**config.mk**
```make
export PLATFORM = sky130hd
export DESIGN_NAME = dac_code_loader
export DESIGN_NICKNAME = d
export VERILOG_FILES = /design/src/rtl/dac_code_pkg.sv /design/src/rtl/dac_code_ctrl.sv /design/src/rtl/dac_code_datapath.sv /design/src/rtl/dac_code_loader.sv
export SDC_FILE = /design/constraint.sdc
export NUM_CORES = 1
export LEC_CHECK = 0
export ABC_AREA = 1
export BUFFER_PORTS_ARGS = -buffer_cell sky130_fd_sc_hd__buf_2
export CORE_MARGIN = 5
export CORE_UTILIZATION = 55
export CTS_CLUSTER_DIAMETER = 80
export DETAILED_ROUTE_END_ITERATION = 16
export PLACE_DENSITY = 0.83
export REMOVE_ABC_BUFFERS = 1
export SETUP_SLACK_MARGIN = 0.3
export SYNTH_ARGS = -nofsm -noshare
export SYNTH_HDL_FRONTEND = slang
export SYNTH_HIERARCHICAL = 1
export SYNTH_SLANG_ARGS = --single-unit
```
**constraint.sdc**
```tcl
create_clock -name clk -period 2 [get_ports clk]
set_input_delay 0.4 -clock clk [delete_from_list [all_inputs] [get_ports clk]]
set_output_delay 0.4 -clock clk [all_outputs]
set_load 0.03 [all_outputs]
```
**src/rtl/dac_code_pkg.sv**
```systemverilog
package dac_code_pkg;
  // strobes from control to datapath, valid for one clock
  typedef struct packed {
    logic loadLo;
    logic loadHi;
    logic shiftIn;
    logic xfer;
    logic clear;
  } ldStrobe_t;
endpackage

```
**src/rtl/dac_code_ctrl.sv**
```systemverilog
module dac_code_ctrl
  import dac_code_pkg::*;
#(
  parameter int BUS_W = 8
) (
  input  logic             clk,
  input  logic             rstN,
  input  logic             csN,
  input  logic             wrN,
  input  logic             loSelN,
  input  logic             hiSelN,
  input  logic             xferN,
  input  logic             clrN,
  input  logic [BUS_W-1:0] busIn,
  output ldStrobe_t        strobe,
  output logic [BUS_W-1:0] busHeld
);
  // stage one: latest sample; stage two: the sample before it
  logic             csA, wrA, loA, hiA, xfA, clrA;
  logic             csB, wrB, loB, hiB, xfB;
  logic [BUS_W-1:0] busA, busB;

  always_ff @(posedge clk or negedge rstN) begin
    if (!rstN) begin
      csA <= 1'b1; wrA <= 1'b1; loA <= 1'b1; hiA <= 1'b1; xfA <= 1'b1; clrA <= 1'b1;
      csB <= 1'b1; wrB <= 1'b1; loB <= 1'b1; hiB <= 1'b1; xfB <= 1'b1;
      busA <= '0;
      busB <= '0;
    end else begin
      csA <= csN; wrA <= wrN; loA <= loSelN; hiA <= hiSelN; xfA <= xferN; clrA <= clrN;
      csB <= csA; wrB <= wrA; loB <= loA; hiB <= hiA; xfB <= xfA;
      busA <= busIn;
      busB <= busA;
    end
  end

  logic writeDone;
  assign writeDone = wrA && !wrB && !csB;
  assign busHeld   = busB;

  always_comb begin
    strobe = '0;
    if (!clrA) begin
      strobe.clear = 1'b1;
    end else if (writeDone) begin
      strobe.loadLo  = !loB && hiB;
      strobe.loadHi  = !hiB && loB;
      strobe.shiftIn = !loB && !hiB;
      strobe.xfer    = !xfB;
    end
  end

  // one write is a low-byte load, a high-byte load or a shift, never two of them
  assert_one_load_R4: assert property (@(posedge clk) disable iff (!rstN)
    $onehot0({strobe.loadLo, strobe.loadHi, strobe.shiftIn}));

  // every write strobe needs chip select low during the strobe
  assert_cs_gate_R6: assert property (@(posedge clk) disable iff (!rstN)
    (strobe.loadLo || strobe.loadHi || strobe.shiftIn || strobe.xfer) |-> !$past(csN, 2));
endmodule

```
**src/rtl/dac_code_datapath.sv**
```systemverilog
module dac_code_datapath
  import dac_code_pkg::*;
#(
  parameter int BUS_W = 8
) (
  input  logic                 clk,
  input  logic                 rstN,
  input  ldStrobe_t            strobe,
  input  logic [BUS_W-1:0]     busHeld,
  input  logic                 unipolar,
  output logic [2*BUS_W-1:0]   dacCode
);
  localparam int WORD_W = 2 * BUS_W;
  localparam int LANES  = 2;
  localparam logic [WORD_W-1:0] MID_CODE = {1'b1, {(WORD_W-1){1'b0}}};

  logic [WORD_W-1:0] inWord, nextWord, dacReg;
  logic [LANES-1:0]  laneLoad;

  assign laneLoad = {strobe.loadHi, strobe.loadLo};

  always_comb begin
    nextWord = inWord;
    if (strobe.shiftIn) nextWord = {inWord[WORD_W-2:0], busHeld[0]};
  end

  for (genvar g = 0; g < LANES; g++) begin : gLane
    always_ff @(posedge clk or negedge rstN) begin
      if (!rstN)                inWord[g*BUS_W +: BUS_W] <= '0;
      else if (strobe.clear)    inWord[g*BUS_W +: BUS_W] <= '0;
      else if (laneLoad[g])     inWord[g*BUS_W +: BUS_W] <= busHeld;
      else if (strobe.shiftIn)  inWord[g*BUS_W +: BUS_W] <= nextWord[g*BUS_W +: BUS_W];
    end
  end

  logic [WORD_W-1:0] xferWord;
  always_comb begin
    xferWord = nextWord;
    if (strobe.loadLo) xferWord[BUS_W-1:0]      = busHeld;
    if (strobe.loadHi) xferWord[WORD_W-1:BUS_W] = busHeld;
  end

  always_ff @(posedge clk or negedge rstN) begin
    if (!rstN)             dacReg <= MID_CODE;
    else if (strobe.clear) dacReg <= MID_CODE;
    else if (strobe.xfer)  dacReg <= xferWord;
  end

  assign dacCode = {dacReg[WORD_W-1] ^ unipolar, dacReg[WORD_W-2:0]};

  // stored code only moves on transfer or clear
  assert_hold_code_R9: assert property (@(posedge clk) disable iff (!rstN)
    !(strobe.xfer || strobe.clear) |=> $stable(dacReg));

  // clear lands on mid-scale and an empty word
  assert_clear_mid_R7: assert property (@(posedge clk) disable iff (!rstN)
    strobe.clear |=> (dacReg == MID_CODE) && (inWord == '0));

  // a shift moves the word one place and appends the serial bit
  assert_shift_step_R4: assert property (@(posedge clk) disable iff (!rstN)
    strobe.shiftIn |=> inWord == {$past(inWord[WORD_W-2:0]), $past(busHeld[0])});
endmodule

```
**src/rtl/dac_code_loader.sv**
```systemverilog
module dac_code_loader
  import dac_code_pkg::*;
#(
  parameter int BUS_W = 8
) (
  input  logic               clk,
  input  logic               rstN,
  input  logic               csN,
  input  logic               wrN,
  input  logic               loSelN,
  input  logic               hiSelN,
  input  logic               xferN,
  input  logic               clrN,
  input  logic               unipolar,
  input  logic [BUS_W-1:0]   busIn,
  output logic [2*BUS_W-1:0] dacCode
);
  ldStrobe_t        strobe;
  logic [BUS_W-1:0] busHeld;

  dac_code_ctrl #(.BUS_W(BUS_W)) uCtrl (
    .clk(clk), .rstN(rstN), .csN(csN), .wrN(wrN), .loSelN(loSelN),
    .hiSelN(hiSelN), .xferN(xferN), .clrN(clrN), .busIn(busIn),
    .strobe(strobe), .busHeld(busHeld)
  );

  dac_code_datapath #(.BUS_W(BUS_W)) uData (
    .clk(clk), .rstN(rstN), .strobe(strobe), .busHeld(busHeld),
    .unipolar(unipolar), .dacCode(dacCode)
  );
endmodule

```
==> impl_metrics.ini <==
[run_status]
outcome = finished, final reports clean

[layout]
drive_above_1_share_pct = 25.09
nNetsFinal = 287
regArea_sq_mm = 0.001491
area_growth_pct = 12.63
multiInputGateArea_sq_um = 650.6
utilization_pct = 63.14
n_fill_cell = 347
antenna_cells = 0

[global_route]
grt_pass1_vias = 1547
grt-ovfl-total = 0
antenna_found_initial = 0
grt_usage_pct = 15.69
grt_pass1_wl_mm = 7.113
grt_max_degree = 60

[sta]
slew_viol_final = 0
fin_crit_sh_pct = 80.69
finalHoldViolCount = 0
rsz0062_at_grt = yes
min_period_ns = 1.614
worstMarginPinSlew_ns = 0.4147
setup_viol = 0
fmax_mhz = 619.6
setup_tns_ns = 0
worst_slack_ns = 0.3861
skew_ns = 0.006557
slew_headroom_pct = 72.29

[clocking]
htree_levels = 3
clk_latency_ns = 0.33
root_buffer = clkbuf_8
post-cts-setup-buffers = 0
cts_tree = built
cts_hold_buffers = 0
clock-sinks = 59
clk_path_buf_depth = 2
path_clk_slew_ns = 0.07
cts_inserted_buffers = 9

[setup_path]
reg2reg_depth = 7
required_ns = 1.60
cp-start-kind = register
worst_ep_arrival_time_ns = 1.21
end_kind = output port
worstPathMaxFanout = 2
crit_type = reg -> out

[pwr]
p_sw_mw = 0.5442
swShare_pct = 21.68
clkPwrFrac_pct = 46.0
vdd_drop_max_uv = 570.5
p_leak_nw = 1.443
power.density_mw_per_mm2 = 925.7
seqPwrFrac_pct = 49.7
internal_power_mw = 1.966
pwr-share-comb_pct = 4.3

[synth]
netlist.area_leader.share_pct = 48.86
postSynthCellCount = 247
synth_area_per_cell_sq_um = 9.746
synth.top_cells.by_area = dfrtp_1 49%, dfstp_2 13%, nand2_1 11%, nand3_1 6.9%, buf_4 5.0%
ys_seq_area_share_pct = 61.95
syn-cell-area_sq_mm = 0.002407
synth-seq-cells = 59
synth_cell_types = 17
yosysTopAreaCell = dfrtp_1
ys_warn_count = 6

[route]
post-route-drc-count = 0
wl_mm = 4.092
vias = 1620
ant_nets = 0
viasPerCell = 4.954
first_pass_iters = 4
drtIter0Drc = 151
wl_per_cell_microns = 12.51

[hold_path]
min_path_type = in -> async

[die]
die_h_microns = 76.16
die-area_sq_mm = 0.005800
die_w_microns = 76.16
rows = 24
start_util_pct = 56.06
core_sq_mm = 0.004294
io_pins = 33

[placed_design]
port_buffers = 32
dp_hpwl_mm = 2.617
routabilityCongestion = 0.8012
dpl_worst_slack_ns = 0.3502

[flow_run]
max-cap-violations = 0
-- layout by cell type, fill, tap and decap left out --
| master | instances |
|---|---|
| inv_1 | 18 |
| buf_4 | 4 |
| and2_1 | 14 |
| nor2_2 | 1 |
| xor2_1 | 1 |
| nand2_1 | 68 |
| clkbuf_8 | 9 |
| clkinv_2 | 2 |
| inv_2 | 1 |
| bufinv_16 | 2 |
| nor2_4 | 1 |
| dfstp_2 | 12 |
| nor2_1 | 7 |
| a21oi_1 | 16 |
| nor3_1 | 2 |
| nand3_1 | 33 |
| dfrtp_1 | 47 |
| inv_4 | 1 |
| buf_2 | 32 |
| clkinvlp_4 | 3 |
| buf_12 | 1 |
-- metal layers --
layer	GRT usage (%)	wire, microns	vias up
li1	-	-	809
met1	20.49	1776	747
met2	21.66	1912	54
met3	5.437	281	10
met4	11.01	122	0
met5	0	0	-
-- critical path, stage by stage, from the launching register on --
cell and delay (ns):
dfstp_2 0.54, xor2_1 0.13, buf_2 0.21
-- worst paths after layout --
kind                                       start               end  slack (ns)
max in group asynchronous                   rstN         uCtrl/csB        1.64
worst min-delay path                        rstN  uCtrl/busHeld[6]        0.05
worst min register to register     uCtrl/busA[0]  uCtrl/busHeld[0]        0.34
worst max register to register         uCtrl/wrA  uData/inWord[11]        0.41
min in group clk                             wrN         uCtrl/wrA        0.16
worst max-delay path            uData/dacReg[15]       dacCode[15]        0.39
-- kinds of logic (layout without fill, tap and decap cells) --
family          after synthesis  count (layout)  share of synthesized area (%)
simple gates                126             126                          23.23
buf+inv                      45              73                          11.12
xor+xnor                      1               1                         0.3639
flops                        59              59                          61.95
compound gates               16              16                          3.327
-- cell usage after synthesis --
cell and number:
buf_4 16, buf_6 4, and2_1 14, xor2_1 1, dfstp_2 12, nor2_4 1
nor2_1 8, inv_1 18, inv_4 1, nor3_1 2, inv_2 1, nand3_1 33
clkbuf_2 1, dfrtp_1 47, nand2_1 68, buf_2 4, a21oi_1 16
-- power groups by stage --
stage	clock network [mW]	registers [mW]	logic [mW]
global route	1.24	1.25	0.125
detailed placement	0	1.27	0.109
finish	1.15	1.25	0.108
floorplan	0	1.27	0.0468
CTS	1.19	1.25	0.110
global placement	0	1.27	0.106
-- cell type report --
class | count | share of cell area (%)
Sequential cell | 59 | 55.01
Multi-Input combinational cell | 143 | 24.00
Timing Repair Buffer | 37 | 7.753
Clock buffer | 9 | 4.569
Clock inverter | 7 | 3.415
Inverter | 20 | 2.861
Tap cell | 52 | 2.400
-- metrics by stage --
stage	instances	power (mW)	instance area, sq um	hold slack [ns]
2_1_floorplan	222	1.314	2217	0.1044
3_3_place_gp	311	1.373	2492	0.3314
3_5_place_dp	311	1.378	2492	0.3356
4_1_cts	327	2.547	2709	0.05099
5_1_grt	327	2.616	2711	0.07397
6_report	327	2.510	2711	0.05390
-- timing repair --
item,4_1_cts,5_1_grt
gates resized for setup,0,1
hold endpoints to repair,0,0
endpoints found under the setup margin,0,10
-- registers in the layout, indices dropped and copies added (netlist names), 8 cells and up --
signal and flops:
uData/inWord 16, uData/dacReg 16, uCtrl/busHeld 8, uCtrl/busA 8
Note: power is estimated with default switching activity, not from simulation.
